<file path="src/rtl/comm_spi_pkg.sv">
package comm_spi_pkg;
  localparam int SEL_W   = 3;
  localparam int BYTE_W  = 8;
  localparam int DATA_W  = 16;
  localparam int CAL_W   = 24;
  localparam int SHIFT_W = 24;
  localparam int CNT_W   = $clog2(SHIFT_W + 1);
  localparam int CMD_W   = 8;

  // command byte field positions
  localparam int CMD_NRDY_BIT = 7;
  localparam int CMD_SEL_LSB  = 4;
  localparam int CMD_RD_BIT   = 3;

  typedef enum logic [1:0] {PH_CMD = 2'd0, PH_WR = 2'd1, PH_RD = 2'd2} phase_t;

  localparam logic [SEL_W-1:0] SEL_STAT  = 3'd0;
  localparam logic [SEL_W-1:0] SEL_SETUP = 3'd1;
  localparam logic [SEL_W-1:0] SEL_CLK   = 3'd2;
  localparam logic [SEL_W-1:0] SEL_DATA  = 3'd3;
  localparam logic [SEL_W-1:0] SEL_TEST  = 3'd4;
  localparam logic [SEL_W-1:0] SEL_AUX   = 3'd5;
  localparam logic [SEL_W-1:0] SEL_ZCAL  = 3'd6;
  localparam logic [SEL_W-1:0] SEL_FCAL  = 3'd7;

  localparam int N_BYTE_REGS = 4;
  localparam int N_CAL_REGS  = 2;

  localparam logic [N_BYTE_REGS*SEL_W-1:0]  BYTE_SEL_MAP = {SEL_AUX, SEL_TEST, SEL_CLK, SEL_SETUP};
  localparam logic [N_BYTE_REGS*BYTE_W-1:0] BYTE_RST_MAP = {8'h00, 8'h00, 8'h00, 8'h01};
  localparam logic [N_CAL_REGS*SEL_W-1:0]   CAL_SEL_MAP  = {SEL_FCAL, SEL_ZCAL};
  localparam logic [N_CAL_REGS*CAL_W-1:0]   CAL_RST_MAP  = {24'h800000, 24'h000000};

  function automatic logic [CNT_W-1:0] reg_len(input logic [SEL_W-1:0] s);
    case (s)
      SEL_DATA:           reg_len = CNT_W'(DATA_W);
      SEL_ZCAL, SEL_FCAL: reg_len = CNT_W'(CAL_W);
      default:            reg_len = CNT_W'(BYTE_W);
    endcase
  endfunction
endpackage

</file>
<file path="src/rtl/comm_spi_sync.sv">
module comm_spi_sync #(
  parameter int STAGES = 2  // must be 2 or more
) (
  input  logic clk,
  input  logic rst_n,
  input  logic sclk,
  input  logic cs_n,
  input  logic mosi,
  output logic sclk_rise,
  output logic sclk_fall,
  output logic cs_idle,
  output logic mosi_s
);
  logic [STAGES-1:0] sclk_q, sclk_n;
  logic [STAGES-1:0] cs_q, cs_n_nx;
  logic [STAGES-1:0] mosi_q, mosi_n;
  logic              prev_q, prev_n;

  always_comb begin
    sclk_n  = {sclk_q[STAGES-2:0], sclk};
    cs_n_nx = {cs_q[STAGES-2:0], cs_n};
    mosi_n  = {mosi_q[STAGES-2:0], mosi};
    prev_n  = sclk_q[STAGES-1];
  end

  always_ff @(posedge clk or negedge rst_n) begin
    if (!rst_n) begin
      sclk_q <= '1;
      cs_q   <= '1;
      mosi_q <= '0;
      prev_q <= 1'b1;
    end else begin
      sclk_q <= sclk_n;
      cs_q   <= cs_n_nx;
      mosi_q <= mosi_n;
      prev_q <= prev_n;
    end
  end

  assign sclk_rise = sclk_q[STAGES-1] & ~prev_q;
  assign sclk_fall = ~sclk_q[STAGES-1] & prev_q;
  assign cs_idle   = cs_q[STAGES-1];
  assign mosi_s    = mosi_q[STAGES-1];

  // a detected edge comes from a level that was already held one cycle earlier
  assert_edge_src_R11: assert property (@(posedge clk) disable iff (!rst_n)
    sclk_rise |-> $past(sclk_q[STAGES-2]));
endmodule

</file>
<file path="src/rtl/comm_spi_seq.sv">
module comm_spi_seq
  import comm_spi_pkg::*;
(
  input  logic               clk,
  input  logic               rst_n,
  input  logic               sclk_rise,
  input  logic               sclk_fall,
  input  logic               cs_idle,
  input  logic               mosi_s,
  input  logic [SHIFT_W-1:0] rd_word,
  output logic [SEL_W-1:0]   rd_sel,
  output logic [SEL_W-1:0]   wr_sel,
  output logic               wr_en,
  output logic [SHIFT_W-1:0] wr_word,
  output logic               data_rd_done,
  output logic               miso
);
  phase_t             phase_q, phase_n;
  logic [CNT_W-1:0]   cnt_q, cnt_n;
  logic [SHIFT_W-2:0] shin_q, shin_n;
  logic [SHIFT_W-1:0] shout_q, shout_n;
  logic [SEL_W-1:0]   sel_q, sel_n;
  logic               miso_q, miso_n;

  logic [SHIFT_W-1:0] shin_next;
  logic [CNT_W-1:0]   len;
  logic               last_bit;

  assign shin_next = {shin_q, mosi_s};
  assign len       = reg_len(sel_q);
  assign last_bit  = (cnt_q == len - CNT_W'(1));
  assign rd_sel    = shin_next[CMD_SEL_LSB +: SEL_W];
  assign wr_sel    = sel_q;
  assign wr_word   = shin_next;
  assign miso      = miso_q;

  always_comb begin
    phase_n      = phase_q;
    cnt_n        = cnt_q;
    shin_n       = shin_q;
    shout_n      = shout_q;
    sel_n        = sel_q;
    miso_n       = miso_q;
    wr_en        = 1'b0;
    data_rd_done = 1'b0;
    if (cs_idle) begin
      phase_n = PH_CMD;
      cnt_n   = '0;
      miso_n  = 1'b0;
    end else begin
      case (phase_q)
        PH_CMD: begin
          if (sclk_rise) begin
            shin_n = shin_next[SHIFT_W-2:0];
            cnt_n  = cnt_q + CNT_W'(1);
            if (cnt_q == CNT_W'(CMD_W - 1)) begin
              cnt_n = '0;
              if (!shin_next[CMD_NRDY_BIT]) begin
                sel_n = shin_next[CMD_SEL_LSB +: SEL_W];
                if (shin_next[CMD_RD_BIT]) begin
                  phase_n = PH_RD;
                  shout_n = rd_word;
                end else if (shin_next[CMD_SEL_LSB +: SEL_W] != SEL_STAT) begin
                  phase_n = PH_WR;
                end
              end
            end
          end
        end
        PH_WR: begin
          if (sclk_rise) begin
            shin_n = shin_next[SHIFT_W-2:0];
            cnt_n  = cnt_q + CNT_W'(1);
            if (last_bit) begin
              wr_en   = 1'b1;
              phase_n = PH_CMD;
              cnt_n   = '0;
            end
          end
        end
        PH_RD: begin
          if (sclk_fall) begin
            miso_n  = shout_q[SHIFT_W-1];
            shout_n = {shout_q[SHIFT_W-2:0], 1'b0};
          end
          if (sclk_rise) begin
            cnt_n = cnt_q + CNT_W'(1);
            if (last_bit) begin
              phase_n      = PH_CMD;
              cnt_n        = '0;
              miso_n       = 1'b0;
              data_rd_done = (sel_q == SEL_DATA);
            end
          end
        end
        default: phase_n = PH_CMD;
      endcase
    end
  end

  always_ff @(posedge clk or negedge rst_n) begin
    if (!rst_n) begin
      phase_q <= PH_CMD;
      cnt_q   <= '0;
      shin_q  <= '0;
      shout_q <= '0;
      sel_q   <= SEL_STAT;
      miso_q  <= 1'b0;
    end else begin
      phase_q <= phase_n;
      cnt_q   <= cnt_n;
      shin_q  <= shin_n;
      shout_q <= shout_n;
      sel_q   <= sel_n;
      miso_q  <= miso_n;
    end
  end

  assert_abort_R7: assert property (@(posedge clk) disable iff (!rst_n)
    cs_idle |=> (phase_q == PH_CMD && cnt_q == '0 && miso_q == 1'b0));

  assert_badcmd_R2: assert property (@(posedge clk) disable iff (!rst_n)
    (!cs_idle && sclk_rise && phase_q == PH_CMD && cnt_q == CNT_W'(CMD_W - 1) && shin_q[CMD_NRDY_BIT-1])
    |=> phase_q == PH_CMD);

  assert_halfdup_R5: assert property (@(posedge clk) disable iff (!rst_n)
    (phase_q != PH_RD) |-> (miso_q == 1'b0));

  assert_len_R3: assert property (@(posedge clk) disable iff (!rst_n)
    (phase_q != PH_CMD) |-> (cnt_q < reg_len(sel_q)));
endmodule

</file>
<file path="src/rtl/comm_spi_regbank.sv">
module comm_spi_regbank
  import comm_spi_pkg::*;
(
  input  logic               clk,
  input  logic               rst_n,
  input  logic               sample_valid,
  input  logic [DATA_W-1:0]  sample_data,
  input  logic               wr_en,
  input  logic [SEL_W-1:0]   wr_sel,
  input  logic [SHIFT_W-1:0] wr_word,
  input  logic [SEL_W-1:0]   rd_sel,
  input  logic               data_rd_done,
  output logic [SHIFT_W-1:0] rd_word,
  output logic               drdy_n
);
  logic [N_BYTE_REGS*BYTE_W-1:0] byte_flat;
  logic [N_CAL_REGS*CAL_W-1:0]   cal_flat;
  logic [DATA_W-1:0]             data_q, data_n;
  logic                          rdy_q, rdy_n;

  for (genvar g = 0; g < N_BYTE_REGS; g++) begin : g_byte
    logic [BYTE_W-1:0] val_q, val_n;
    logic              hit;
    assign hit = wr_en && (wr_sel == BYTE_SEL_MAP[g*SEL_W +: SEL_W]);
    always_comb val_n = hit ? wr_word[BYTE_W-1:0] : val_q;
    always_ff @(posedge clk or negedge rst_n) begin
      if (!rst_n) val_q <= BYTE_RST_MAP[g*BYTE_W +: BYTE_W];
      else        val_q <= val_n;
    end
    assign byte_flat[g*BYTE_W +: BYTE_W] = val_q;
  end

  for (genvar g = 0; g < N_CAL_REGS; g++) begin : g_cal
    logic [CAL_W-1:0] val_q, val_n;
    logic             hit;
    assign hit = wr_en && (wr_sel == CAL_SEL_MAP[g*SEL_W +: SEL_W]);
    always_comb val_n = hit ? wr_word[CAL_W-1:0] : val_q;
    always_ff @(posedge clk or negedge rst_n) begin
      if (!rst_n) val_q <= CAL_RST_MAP[g*CAL_W +: CAL_W];
      else        val_q <= val_n;
    end
    assign cal_flat[g*CAL_W +: CAL_W] = val_q;
  end

  always_comb begin
    data_n = sample_valid ? sample_data : data_q;
    rdy_n  = rdy_q;
    if (data_rd_done) rdy_n = 1'b0;
    if (sample_valid) rdy_n = 1'b1;
  end

  always_ff @(posedge clk or negedge rst_n) begin
    if (!rst_n) begin
      data_q <= '0;
      rdy_q  <= 1'b0;
    end else begin
      data_q <= data_n;
      rdy_q  <= rdy_n;
    end
  end

  always_comb begin
    rd_word = '0;
    if (rd_sel == SEL_STAT) rd_word[SHIFT_W-1] = rdy_q;
    if (rd_sel == SEL_DATA) rd_word[SHIFT_W-1 -: DATA_W] = data_q;
    for (int g = 0; g < N_BYTE_REGS; g++) begin
      if (rd_sel == BYTE_SEL_MAP[g*SEL_W +: SEL_W])
        rd_word[SHIFT_W-1 -: BYTE_W] = byte_flat[g*BYTE_W +: BYTE_W];
    end
    for (int g = 0; g < N_CAL_REGS; g++) begin
      if (rd_sel == CAL_SEL_MAP[g*SEL_W +: SEL_W])
        rd_word[SHIFT_W-1 -: CAL_W] = cal_flat[g*CAL_W +: CAL_W];
    end
  end

  assign drdy_n = ~rdy_q;

  assert_drdy_set_R8: assert property (@(posedge clk) disable iff (!rst_n)
    sample_valid |=> !drdy_n);

  assert_drdy_hold_R8: assert property (@(posedge clk) disable iff (!rst_n)
    (!sample_valid && !data_rd_done) |=> (rdy_q == $past(rdy_q)));

  assert_data_ro_R3: assert property (@(posedge clk) disable iff (!rst_n)
    (wr_en && wr_sel == SEL_DATA && !sample_valid) |=> (data_q == $past(data_q)));
endmodule

</file>
<file path="src/rtl/comm_spi_slave.sv">
module comm_spi_slave
  import comm_spi_pkg::*;
#(
  parameter int SYNC_STAGES = 2
) (
  input  logic              clk,
  input  logic              rst_n,
  input  logic              sclk,
  input  logic              cs_n,
  input  logic              mosi,
  output logic              miso,
  input  logic              sample_valid,
  input  logic [DATA_W-1:0] sample_data,
  output logic              drdy_n
);
  logic [1:0]         rst_pipe_q;
  logic               rst_int_n;
  logic               sclk_rise, sclk_fall, cs_idle, mosi_s;
  logic [SHIFT_W-1:0] rd_word, wr_word;
  logic [SEL_W-1:0]   rd_sel, wr_sel;
  logic               wr_en, data_rd_done;

  always_ff @(posedge clk or negedge rst_n) begin
    if (!rst_n) rst_pipe_q <= '0;
    else        rst_pipe_q <= {rst_pipe_q[0], 1'b1};
  end
  assign rst_int_n = rst_pipe_q[1];

  comm_spi_sync #(.STAGES(SYNC_STAGES)) sync_i (
    .clk       (clk),
    .rst_n     (rst_int_n),
    .sclk      (sclk),
    .cs_n      (cs_n),
    .mosi      (mosi),
    .sclk_rise (sclk_rise),
    .sclk_fall (sclk_fall),
    .cs_idle   (cs_idle),
    .mosi_s    (mosi_s)
  );

  comm_spi_seq seq_i (
    .clk          (clk),
    .rst_n        (rst_int_n),
    .sclk_rise    (sclk_rise),
    .sclk_fall    (sclk_fall),
    .cs_idle      (cs_idle),
    .mosi_s       (mosi_s),
    .rd_word      (rd_word),
    .rd_sel       (rd_sel),
    .wr_sel       (wr_sel),
    .wr_en        (wr_en),
    .wr_word      (wr_word),
    .data_rd_done (data_rd_done),
    .miso         (miso)
  );

  comm_spi_regbank regs_i (
    .clk          (clk),
    .rst_n        (rst_int_n),
    .sample_valid (sample_valid),
    .sample_data  (sample_data),
    .wr_en        (wr_en),
    .wr_sel       (wr_sel),
    .wr_word      (wr_word),
    .rd_sel       (rd_sel),
    .data_rd_done (data_rd_done),
    .rd_word      (rd_word),
    .drdy_n       (drdy_n)
  );
endmodule

</file>
<file path="config.mk">
export PLATFORM = sky130hd
export DESIGN_NAME = comm_spi_slave
export DESIGN_NICKNAME = d
export VERILOG_FILES = /design/src/rtl/comm_spi_pkg.sv /design/src/rtl/comm_spi_sync.sv /design/src/rtl/comm_spi_seq.sv /design/src/rtl/comm_spi_regbank.sv /design/src/rtl/comm_spi_slave.sv
export SDC_FILE = /design/constraint.sdc
export NUM_CORES = 1
export LEC_CHECK = 0
export CAP_MARGIN = 20
export CORE_UTILIZATION = 24
export CTS_CLUSTER_DIAMETER = 60
export DETAILED_ROUTE_END_ITERATION = 7
export DONT_BUFFER_PORTS = 1
export GPL_ROUTABILITY_DRIVEN = 0
export GPL_TIMING_DRIVEN = 1
export HOLD_SLACK_MARGIN = 0.12
export PLACE_DENSITY_LB_ADDON = 0.25
export SLEW_MARGIN = 10
export SYNTH_ARGS = -nofsm -noshare
export SYNTH_HDL_FRONTEND = slang
export SYNTH_SLANG_ARGS = --single-unit
</file>
<file path="constraint.sdc">
create_clock -name clk -period 5.3 [get_ports clk]
set_input_delay 0.265 -clock clk [delete_from_list [all_inputs] [get_ports clk]]
set_output_delay 0.265 -clock clk [all_outputs]
set_load 0.05 [all_outputs]
</file>
# Word-level counts from Yosys, hierarchy flattened
# Index checks and enable logic that the tools add are counted.
# word_totals
ff_bits,164
inputBits,22
wordCells,123
# op_classes
add_sub_neg,2
n_eq_ne,29
mux,45
bitwise,7
n_reduce_logical,21
# ops
cell,n
24-bit 2-to-1 mux,7
24-bit case mux with 2 select lines,1
8-bit 2-to-1 mux,4
5-bit 2-to-1 mux,5
3-bit == test (second input constant),8
5-bit case mux with 2 select lines,2
1-bit 2-to-1 mux,16
16-bit 2-to-1 mux,1
2-bit 2-to-1 mux,8
3-bit by 2-bit == test with 1-bit output (second input constant),4
7-bit AND reduction,1
3-bit by 1-bit == test with 1-bit output (second input constant),2
1-bit logical AND,6
2-bit != test (second input constant),3
3-bit by 1-bit != test with 1-bit output (second input constant),2
3-bit != test (second input constant),2
3-bit AND reduction,2
6-bit AND reduction,1
2-bit nonzero test,3
3-bit nonzero test,2
2-bit OR reduction,3
5-bit by 1-bit adder with 5-bit output (second input constant),1
5-bit by 3-bit == test with 1-bit output (second input constant),1
5-bit == test,1
12 further kinds,18

# Depth between registers and ports, before layout
# Gate-level depths: netlist of the first run.
# depth
word_depth,14
depth_mapped,8

# Modules after synthesis
# From an unflattened synthesis of the first run, not the netlist that was laid out.
# unflattened
cells_unflattened,595
hier_area_um2,7549.7
# by_module_without_submodules
module,instances,cells_per_inst,area_per_inst_um2,seq_area_each_um2
comm_spi_regbank,1,344,4568.1,2429.8
comm_spi_seq,1,239,2731.4,1451.4
comm_spi_sync,1,9,196.4,181.4
comm_spi_slave,1,3,53.8,50.0

# Worst setup path before layout of the first run
# No wires, ideal clock.
# synth_timing
kind,reg-to-reg
startpoint,"register seq_i.sel_q[1], in the netlist seq_i.wr_sel[1]"
endpoint,register regs_i.g_byte[1].val_q[0]
arrival_time_ns,1.863
required_ns,5.175
slack_ns,3.312
stages_incl_launch_ff,8
path_buffers,2
synth_period_minus_slack_ns,1.988
path_cell_list,dfrtp_1 -> buf_2 -> a21o_1 -> a21oi_4 -> nand3_1 -> or4_1 -> buf_6 -> mux2_4
# synth_via
elab_chain_cells,10
# synth_rtl
item,line_no,text
start: declaration,comm_spi_seq.sv:22,"logic [SEL_W-1:0] sel_q, sel_n;"
start signal: assignment,comm_spi_seq.sv:114,sel_q <= sel_n;
3-bit == test,comm_spi_pkg.sv:35,case (s)
2-bit OR reduction,comm_spi_pkg.sv:35,
5-bit case mux with 2 select lines,comm_spi_pkg.sv:35,
5-bit by 1-bit subtractor with 5-bit output,comm_spi_seq.sv:31,assign last_bit = (cnt_q == len - CNT_W'(1));
5-bit == test,comm_spi_seq.sv:31,
1-bit 2-to-1 mux,comm_spi_seq.sv:74,if (last_bit) begin
1-bit 2-to-1 mux,comm_spi_seq.sv:71,if (sclk_rise) begin
1-bit 2-to-1 mux,comm_spi_seq.sv:51,case (phase_q)
1-bit 2-to-1 mux,comm_spi_seq.sv:46,if (cs_idle) begin
1-bit logical AND *,comm_spi_regbank.sv:24,assign hit = wr_en && (wr_sel == BYTE_SEL_MAP[g*SEL_W +: SEL_W]);
end signal: assignment,comm_spi_regbank.sv:27,if (!rst_n) val_q <= BYTE_RST_MAP[g*BYTE_W +: BYTE_W];
end signal: assignment,comm_spi_regbank.sv:28,else val_q <= val_n;
end: declaration,comm_spi_regbank.sv:22,"logic [BYTE_W-1:0] val_q, val_n;"
# Every way passes the cells marked *; elsewhere a longest branch is shown, timed or not.
# A chain may end at the register's enable or synchronous reset.

# Worst setup path in the final report of the first run
# layout_timing
startpoint,register seq_i.phase_q[0]
endpoint,register seq_i.shout_q[18]
# layout_via
elab_chain_cells,3
# layout_rtl
item,line_no,text
start: declaration,comm_spi_seq.sv:18,"phase_t phase_q, phase_n;"
start signal: assignment,comm_spi_seq.sv:110,phase_q <= phase_n;
2-bit == test / 2-bit zero test (equally long branches),comm_spi_seq.sv:51,
"2-bit != test (no source line), or another cell as far along",--,
7-bit AND reduction (no source line),--,
end signal: assignment,comm_spi_seq.sv:113,shout_q <= shout_n;
end: declaration,comm_spi_seq.sv:21,"logic [SHIFT_W-1:0] shout_q, shout_n;"
# Several ways; a longest one is shown, not always the timed one.

==> qor.txt, run 1 <==
Outcome: completed
Worst-path fanout max: 48
Period utilisation layout: 52.3%
Post-route clock skew: 0.0112 ns
Worst setup path start: seq_i.phase_q[0]$_DFFE_PN0P_
Die Outline Area: 31700 sq um
Detailed-route wire length: 16500 um
Effective utilization at floorplan: 24.3%
Reg2reg start: seq_i.phase_q[0]$_DFFE_PN0P_
Max incr delay on CP: 0.50 ns
Biggest area contributors in the synthesized netlist: sky130_fd_sc_hd__dfrtp_1, sky130_fd_sc_hd__mux2_2, sky130_fd_sc_hd__mux2i_1
FP Rows: 64
Static power due to leakage: 3.84 nW
Clock sinks: 164
Number of hold-slack violations in the final timing report: 0
Worst Max-Slew Pin Slew: 1.02 ns
Clock period minus final worst setup slack: 2.77 ns
R2R depth: 8
Top cell types by occurrence after synthesis: sky130_fd_sc_hd__dfrtp_1, sky130_fd_sc_hd__mux2_2, sky130_fd_sc_hd__nor2_1, sky130_fd_sc_hd__o21ai_0, sky130_fd_sc_hd__clkbuf_1
Clock tree root driver cell: sky130_fd_sc_hd__clkbuf_16
Average vias per placed instance: 4.57
Count of buffers inserted at the top-level ports: 0
Post-route worst setup slack: 2.53 ns
Unrepaired setup endpoints after global routing: no
Post-CTS clock slew at the launch and capture registers of the worst setup and hold paths: 0.07 ns
Number of nets in the synthesized netlist: 620
Width of the die: 178 um
DR pass1 iterations: 4
Gate count after technology mapping: 593
Final nets: 630
Pin count of the biggest net entering global routing: 163
Required time of the critical path: 5.63 ns
Iteration-0 DRC Markers: 235
Congestion Overflow GR: 0
Area used by multi-input combinational logic: 3100 sq um
Buffer depth of the longest clock path: 2
Syn-to-layout area delta: 16.7%
WL/cell: 16.3 um
Ratio of cells with drive above 1 in the final layout: 32.0%
Top-level I/O count: 24
Crit path buffers/inverters: 3
Number of warnings reported in the yosys synthesis log: 0
Via count of the first global-routing pass: 4873
RR Endpoint: seq_i.shout_q[18]$_DFFE_PN0P_
Crit end category: flip-flop
Most used cell along the critical path: sky130_fd_sc_hd__inv_1
Total number of H-tree levels: 4
Global routing usage summed across all routing layers: 11.2%
Power Density: 365 nW/um^2
Core Region: 30500 sq um
Die Y: 178 um
Crit path max-delay cell type: sky130_fd_sc_hd__ha_1
Seq. cell area: 4120 sq um
Routed Antenna Nets: 0
CP Cell Sequence: inv_1 -> ha_1 -> inv_1 -> nand2_1 -> a221oi_4 -> buf_4 -> o21ai_0 -> o22ai_1
Endpoints failing setup: 0
Summed instance area of the synthesized netlist: 7430 sq um
Hold Crit Class: flip-flop to flip-flop
Wire length of the first global-routing pass: 27300 um
Post-synth cell types: 51
Fraction of synthesized cell area taken by the top area cell type: 52.9%
Number of fillers in the final layout: 3132
Async set or reset register ratio after synthesis: 100%
Number of flops mapped to enable cells by yosys: 0
Number of vias in the routed layout: 4628
Rel. slew slack: 32.2%
Avg Inst Size Synth: 12.5 sq um
Hold path startpoint: sync_i.mosi_q[0]$_DFF_PN0_
Slack of the worst reg-to-reg path: 2.53 ns
Sum of negative setup slack: 0 ns
Total count of max-transition violations in the final report: 0
Initial antenna violation count: 0
# diodes: 0
Top achievable clock speed: 0.360 GHz
DP HPWL: 10400 um
WHS Endpoint: sync_i.mosi_q[1]$_DFF_PN0_
Number of cells traversed by the worst hold path: 0
Top-count cell post-synth: sky130_fd_sc_hd__dfrtp_1
Data arrival time of the critical path: 3.10 ns
Dominant synthesized flop cell: sky130_fd_sc_hd__dfrtp_1
Insertion delay of the later-clocked pin in the worst-skew pair: 0.42 ns
Placement Setup Slack: 2.54 ns
Library cell with the largest summed area after synthesis: sky130_fd_sc_hd__dfrtp_1
Final hold slack: 0.348 ns
Flop and latch count out of synthesis: 164
Total CTS buffers: 17
Family of cells with the greatest summed delay on the critical path: buffers and inverters
Count of max-cap constraint violations: 0
WS Path Type: flip-flop to flip-flop
Post-synthesis sequential area ratio: 55.4%
Post-detailed-route DRC marker count: 0
CTS tree: done
Critical Path Start Type: flip-flop
Highest ir drop seen on vdd: 0.000226 V
-- per-layer routing --
metal  routed length, um  vias up  global-route usage (%)
li1                    -     2161                       -
met1                7840     2397                    15.1
met2                8140       53                    18.1
met3                 308       17                    1.99
met4                 187        0                    3.49
met5                   0        -                       0
-- power breakdown --
group          switching [mW]  total [mW]  internal [mW]  leakage, nW
registers               0.138        1.44           1.30         2.12
logic                   0.285       0.498          0.213         1.44
clock network           0.528        1.22          0.693        0.284
total                   0.952        3.16           2.21         3.84
-- sequential cells by signal, indices dropped and copies added, names as in the netlist --
| signal | cells |
|---|---|
| regs_i.g_cal.val_q | 48 |
| regs_i.g_byte.val_q | 32 |
| seq_i.shout_q | 24 |
| seq_i.shin_q | 23 |
| regs_i.data_q | 16 |
| seq_i.cnt_q | 5 |
| seq_i.wr_sel | 3 |
| rst_pipe_q | 2 |
| seq_i.phase_q | 2 |
| sync_i.cs_q | 2 |
| sync_i.mosi_q | 2 |
| sync_i.sclk_q | 2 |
| regs_i.rdy_q | 1 |
| seq_i.miso | 1 |
| sync_i.prev_q | 1 |
-- worst max path at each step --
stage | to | cells after the start
after CTS | seq_i.shout_q[20]$_DFFE_PN0P_ | 8
after floorplan | regs_i.data_q[0]$_DFFE_PN0P_ | 0
after global routing | seq_i.shout_q[22]$_DFFE_PN0P_ | 8
final | seq_i.shout_q[18]$_DFFE_PN0P_ | 8
after detailed placement | seq_i.shout_q[18]$_DFFE_PN0P_ | 8
after global placement | seq_i.shout_q[22]$_DFFE_PN0P_ | 8
-- metrics by stage --
| stage | instance area, sq um | std cells | power [mW] | utilization, % |
|---|---|---|---|---|
| floorplan | 7430 | 593 | 1.78 | - |
| global placement | 7850 | 957 | 1.95 | 25.7 |
| detailed placement | 7850 | 957 | 1.95 | 25.7 |
| CTS | 8650 | 1011 | 3.20 | 28.4 |
| global route | 8670 | 1012 | 3.32 | 28.4 |
| finish | 8670 | 1012 | 3.16 | 28.4 |
-- timing repair --
action / in CTS / in global routing
endpoints found under the hold margin: 22 / 0
resized for setup: 0 / 0
setup buffers: 0 / 0
hold buffers: 22 / 0
-- area by class of cell --
type / instances / area share, %
Tap cell: 396 / 5.72
Sequential cell: 164 / 47.5
Clock buffer: 20 / 5.38
Clock inverter: 12 / 1.39
Multi-Input combinational cell: 374 / 35.8
Inverter: 14 / 0.606
Timing Repair Buffer: 32 / 3.64
-- worst register-to-register path, cell delays in order, from the launching register on --
cell and delay (ns):
sky130_fd_sc_hd__dfrtp_1 0.42, sky130_fd_sc_hd__inv_1 0.10, sky130_fd_sc_hd__ha_1 0.50, sky130_fd_sc_hd__inv_1 0.46
sky130_fd_sc_hd__nand2_1 0.17, sky130_fd_sc_hd__a221oi_4 0.30, sky130_fd_sc_hd__buf_4 0.42, sky130_fd_sc_hd__o21ai_0 0.17
sky130_fd_sc_hd__o22ai_1 0.15
-- placed cells by master, fill, tap and decap left out, drive strengths merged, types with 10 or more instances in the layout --
| cell | n |
|---|---|
| dfrtp | 157 |
| mux2 | 130 |
| nor2 | 31 |
| o21ai | 29 |
| mux2i | 23 |
| a21oi | 23 |
| dlygate4sd3 | 22 |
| nand2 | 20 |
| clkbuf | 20 |
| inv | 18 |
| a22oi | 15 |
| buf | 10 |
-- cells by family after synthesis --
| group | count (synthesis) | synth area share, % |
|---|---|---|
| flops | 164 | 55.4 |
| mux | 153 | 23.2 |
| compound gates | 112 | 9.90 |
| simple gates | 101 | 7.28 |
| buf+inv | 55 | 3.12 |
| fa+ha+maj | 5 | 0.842 |
| xor+xnor | 2 | 0.236 |
| other cells | 1 | 0.0505 |
No activity file was read; power rests on OpenSTA's default activity.
==> inputs of run 2 (changes only) <==
- clock period: 5.3 -> 2.52 ns (I/O delays scaled with it)
==> qor.txt, run 2 (synthesized netlist as in run 1, its figures left out) <==
FP Rows: 64
Final core utilization: 28.9%
Total count of max-transition violations in the final report: 0
Max incr delay on CP: 0.79 ns
Effective utilization at floorplan: 24.3%
Die Y: 178 um
Final nets: 642
Average vias per placed instance: 4.60
Placed cell areas: 8010 sq um
Ratio of cells with drive above 1 in the final layout: 33.3%
Die Outline Area: 31700 sq um
Worst setup path start: sync_i.sclk_q[1]$_DFF_PN1_
Insertion delay of the later-clocked pin in the worst-skew pair: 0.42 ns
Pin count of the biggest net entering global routing: 51
Hold path startpoint: mosi
Reg2reg start: sync_i.sclk_q[1]$_DFF_PN1_
Buffer depth of the longest clock path: 2
Post-route standard cell area excluding fillers: 8820 sq um
Register containing the most flip-flops in the final layout: regs_i.g_cal.val_q
Endpoints failing setup: 0
Highest ir drop seen on vdd: 0.000461 V
Critical Path Start Type: flip-flop
Post-CTS clock slew at the launch and capture registers of the worst setup and hold paths: 0.07 ns
Core Region: 30500 sq um
Congestion Overflow GR: 0
Top-level I/O count: 24
Detailed-route wire length: 16700 um
Crit path buffers/inverters: 0
Crit path max-delay cell type: sky130_fd_sc_hd__or4_1
# diodes: 0
Top flop regs: regs_i.g_cal.val_q: 48 flops, regs_i.g_byte.val_q: 32 flops, seq_i.shout_q: 24 flops
Clock tree root driver cell: sky130_fd_sc_hd__clkbuf_16
Most common cell after layout, fill and taps aside: sky130_fd_sc_hd__dfrtp_1
Required time of the critical path: 2.83 ns
Static power due to leakage: 3.91 nW
Syn-to-layout area delta: 18.8%
Count of buffers inserted at the top-level ports: 0
Via count of the first global-routing pass: 4905
Final hold slack: 0.251 ns
Top achievable clock speed: 0.424 GHz
DP HPWL: 10800 um
CP Cell Sequence: nand2b_1 -> nor2_1 -> nand3_1 -> or4_1 -> mux2_4
Wire length of the first global-routing pass: 27400 um
Outcome: completed
Total number of H-tree levels: 4
Hold Crit Class: input pin to flip-flop
CTS tree: done
Clock sinks: 164
Count of max-cap constraint violations: 0
Power Density: 770 nW/um^2
Highest-count cells in the layout ignoring fill and taps: sky130_fd_sc_hd__dfrtp_1, sky130_fd_sc_hd__mux2_2, sky130_fd_sc_hd__nor2_1, sky130_fd_sc_hd__o21ai_0, sky130_fd_sc_hd__mux2i_1
Unrepaired setup endpoints after global routing: no
Iteration-0 DRC Markers: 180
WS Path Type: flip-flop to flip-flop
Post-detailed-route DRC marker count: 0
Width of the die: 178 um
Data arrival time of the critical path: 2.67 ns
Period utilisation layout: 93.6%
DR pass1 iterations: 4
WL/cell: 16.3 um
Number of vias in the routed layout: 4713
Routed Antenna Nets: 0
Crit end category: flip-flop
Initial antenna violation count: 0
Flip-flop count of the largest register after layout: 48
Sum of negative setup slack: 0 ns
Global routing usage summed across all routing layers: 11.3%
Rel. slew slack: 34.0%
Worst-path fanout max: 8
Clock period minus final worst setup slack: 2.36 ns
Post-route clock skew: 0.00934 ns
Number of hold-slack violations in the final timing report: 0
Total CTS buffers: 17
Number of fillers in the final layout: 3103
Worst Max-Slew Pin Slew: 0.987 ns
Family of cells with the greatest summed delay on the critical path: simple AND/OR/NAND/NOR gates
## run 2: cell types whose count changed in the layout (fill, tap and decap cells not counted), sizes merged
cell,before,now
inv,18,21
clkinv,5,2
clkinvlp,2,4
clkbuf,20,17
bufinv,1,2
buf,10,22
## run 2: layout make-up
cell class / instances / area [sq um] / area share, %
inverters: 14 / 52.6 / 0.596
multi-input cells: 374 / 3100 / 35.2
repair buffers: 44 / 460 / 5.22
flip-flops and latches: 164 / 4120 / 46.7
well taps: 396 / 495 / 5.62
clock inverters: 15 / 170 / 1.93
clock buffers: 17 / 425 / 4.82
## run 2: final timing paths
path                                                         endpoint  slack [ns]  cells past startpoint
worst max-delay path            regs_i.g_byte[1].val_q[5]$_DFFE_PN0P_        0.16                      5
worst min-delay path                       sync_i.mosi_q[0]$_DFF_PN0_        0.25                      1
worst max register to register  regs_i.g_byte[1].val_q[5]$_DFFE_PN0P_        0.16                      5
worst min register to register             sync_i.mosi_q[1]$_DFF_PN0_        0.35                      0
max in group asynchronous       regs_i.g_cal[1].val_q[23]$_DFFE_PN1P_        1.35                      1
min in group asynchronous                  sync_i.mosi_q[1]$_DFF_PN0_        0.37                      0
## run 2: worst reg2reg max path: stages (launching register included)
cell                       delay (ns)
sky130_fd_sc_hd__dfstp_2         0.54
sky130_fd_sc_hd__nand2b_1        0.08
sky130_fd_sc_hd__nor2_1          0.28
sky130_fd_sc_hd__nand3_1         0.14
sky130_fd_sc_hd__or4_1           0.79
sky130_fd_sc_hd__mux2_4          0.41
## run 2: stage by stage
stage          setup WS, ns  cells  power (mW)
2_1_floorplan         0.532    593        3.75
3_3_place_gp          0.267    970        4.20
3_5_place_dp          0.201    970        4.21
4_1_cts               0.199   1024        6.90
5_1_grt              0.0742   1024        7.14
6_report              0.161   1024        6.79
## run 2: power breakdown
part | switching [mW] | internal [mW] | leakage [nW]
Combinational | 0.591 | 0.528 | 1.52
Clock | 1.13 | 1.49 | 0.281
Sequential | 0.315 | 2.74 | 2.12
Total | 2.04 | 4.75 | 3.91
## run 2: routing by layer
metal	track usage, %	part of all wire [%]
met4	4.77	2.1
met5	0	0
met3	1.86	2.5
met1	14.9	48
met2	18.3	48
## run 2: timing repair
action,in CTS,in global routing
hold buffers,22,0
resized for setup,0,0
setup buffers,0,0
hold endpoints to repair,22,0
==> inputs of run 3 (changes only) <==
- clock period: 2.52 -> 2.46 ns (I/O delays scaled with it)
==> qor.txt, run 3 (synthesized netlist as in run 1, its figures left out) <==
Outcome: completed
Number of cells in the finished layout apart from fillers: 1026
Total number of H-tree levels: 4
Top achievable clock speed: 0.460 GHz
Number of hold-slack violations in the final timing report: 0
Average vias per placed instance: 4.59
CTS tree: done
Ratio of cells with drive above 1 in the final layout: 33.5%
Hold Crit Class: input pin to flip-flop
Total count of max-transition violations in the final report: 0
Worst Max-Slew Pin Slew: 1.05 ns
Insertion delay of the later-clocked pin in the worst-skew pair: 0.43 ns
DR pass1 iterations: 4
Number of vias in the routed layout: 4708
Clock period minus final worst setup slack: 2.17 ns
R2R depth: 6
Endpoints failing setup: 0
Slack of the worst reg-to-reg path: 0.29 ns
Syn-to-layout area delta: 19.0%
Detailed-route wire length: 16700 um
Core Region: 30500 sq um
Power Density: 784 nW/um^2
Switching share of power: 31.9%
Clock sinks: 164
Final nets: 644
Post-cts repair resize count: 0
Post-CTS clock slew at the launch and capture registers of the worst setup and hold paths: 0.07 ns
Die Outline Area: 31700 sq um
Global routing usage summed across all routing layers: 11.4%
Post-detailed-route DRC marker count: 0
Rel. slew slack: 30.1%
Count of buffers inserted at the top-level ports: 0
Post-route clock skew: 0.0107 ns
Initial antenna violation count: 0
Width of the die: 178 um
Period utilisation layout: 88.4%
Part of the power in registers: 44.7%
Iteration-0 DRC Markers: 247
Number of cells traversed by the worst hold path: 1
Required time of the critical path: 2.77 ns
DP HPWL: 11000 um
Via count of the first global-routing pass: 4950
Fraction of power consumed by the clock network: 38.0%
Wire length of the first global-routing pass: 27400 um
Highest ir drop seen on vdd: 0.000434 V
Top flop regs: regs_i.g_cal.val_q: 48 flops, regs_i.g_byte.val_q: 32 flops, seq_i.shout_q: 24 flops
Register containing the most flip-flops in the final layout: regs_i.g_cal.val_q
# diodes: 0
Unrepaired setup endpoints after global routing: no
Total CTS buffers: 17
Final hold slack: 0.243 ns
Top-level I/O count: 24
WS Path Type: flip-flop to flip-flop
Design internal power: 4.72 mW
Worst-path fanout max: 8
Final core utilization: 29.0%
Post-route standard cell area excluding fillers: 8840 sq um
Buffer depth of the longest clock path: 2
Most common cell after layout, fill and taps aside: sky130_fd_sc_hd__dfrtp_1
Flip-flop count of the largest register after layout: 48
DP Cell Count: 972
Routed Antenna Nets: 0
Effective utilization at floorplan: 24.3%
Data arrival time of the critical path: 2.49 ns
Reported net switching power: 2.21 mW
Pin count of the biggest net entering global routing: 65
WL/cell: 16.3 um
Relative contribution of combinational cells to total power: 17.3%
Congestion Overflow GR: 0
Die Y: 178 um
Sum of negative setup slack: 0 ns
FP Rows: 64
Crit end category: flip-flop
Static power due to leakage: 3.92 nW
Clock tree root driver cell: sky130_fd_sc_hd__clkbuf_16
Placed cell areas: 8040 sq um
Critical Path Start Type: flip-flop
Highest-count cells in the layout ignoring fill and taps: sky130_fd_sc_hd__dfrtp_1, sky130_fd_sc_hd__mux2_2, sky130_fd_sc_hd__nor2_1, sky130_fd_sc_hd__o21ai_0, sky130_fd_sc_hd__mux2i_1
Count of max-cap constraint violations: 0
run 3: changes by cell type in the layout (fill, tap and decap cells not counted), sizes merged:
cell      previous run  this run
buf                 22        24
bufinv               2         0
inv                 21        23
clkinv               2         3
clkinvlp             4         3
run 3: path summary, 6_finish.rpt:
check                                           start                                    end
setup / recovery           sync_i.sclk_q[1]$_DFF_PN1_  regs_i.g_byte[1].val_q[0]$_DFFE_PN0P_
hold / removal                                   sclk             sync_i.sclk_q[0]$_DFF_PN1_
setup reg to reg           sync_i.sclk_q[1]$_DFF_PN1_  regs_i.g_byte[1].val_q[0]$_DFFE_PN0P_
hold reg to reg               rst_pipe_q[1]$_DFF_PN0_             sync_i.mosi_q[0]$_DFF_PN0_
max in group asynchronous     rst_pipe_q[1]$_DFF_PN0_  regs_i.g_cal[1].val_q[23]$_DFFE_PN1P_
min in group asynchronous     rst_pipe_q[1]$_DFF_PN0_             sync_i.mosi_q[0]$_DFF_PN0_
run 3: cell type report:
class	instances	area, sq um
clock inverter	15	160
multi-input combinational	374	3100
sequential	164	4120
inverter	14	52.6
tap	396	495
timing repair buffer	46	488
fill	3097	21700
clock buffer	17	425
run 3: routing by layer:
metal	up-vias	GRT usage (%)	wire length, um
met5	-	0	0
met2	66	18.3	8120
met1	2417	14.6	7760
met3	29	2.04	343
met4	0	5.66	470
li1	2196	-	-
run 3: power groups by stage:
stage | clock, mW | sequential [mW] | combinational (mW)
global route | 2.82 | 3.13 | 1.31
global placement | 0 | 3.15 | 1.18
detailed placement | 0 | 3.15 | 1.18
floorplan | 0 | 2.95 | 0.891
finish | 2.63 | 3.10 | 1.20
CTS | 2.70 | 3.10 | 1.22
run 3: critical path: stages (launching register included):
cell and delay [ns]:
sky130_fd_sc_hd__dfstp_2 0.55, sky130_fd_sc_hd__nand2b_1 0.08, sky130_fd_sc_hd__nor2_1 0.28, sky130_fd_sc_hd__nand3_1 0.14, sky130_fd_sc_hd__or4_1 0.48, sky130_fd_sc_hd__buf_4 0.21
sky130_fd_sc_hd__mux2_4 0.31
run 3: metrics by stage:
step	setup WS (ns)	total power [mW]
floorplan	0.472	3.84
global placement	0.362	4.32
detailed placement	0.336	4.33
CTS	0.314	7.02
global route	0.183	7.26
finish	0.285	6.93
run 3: repair_timing:
item,4_1_cts,5_1_grt
setup buffers,0,0
endpoints found under the hold margin,22,0
hold buffers,22,0
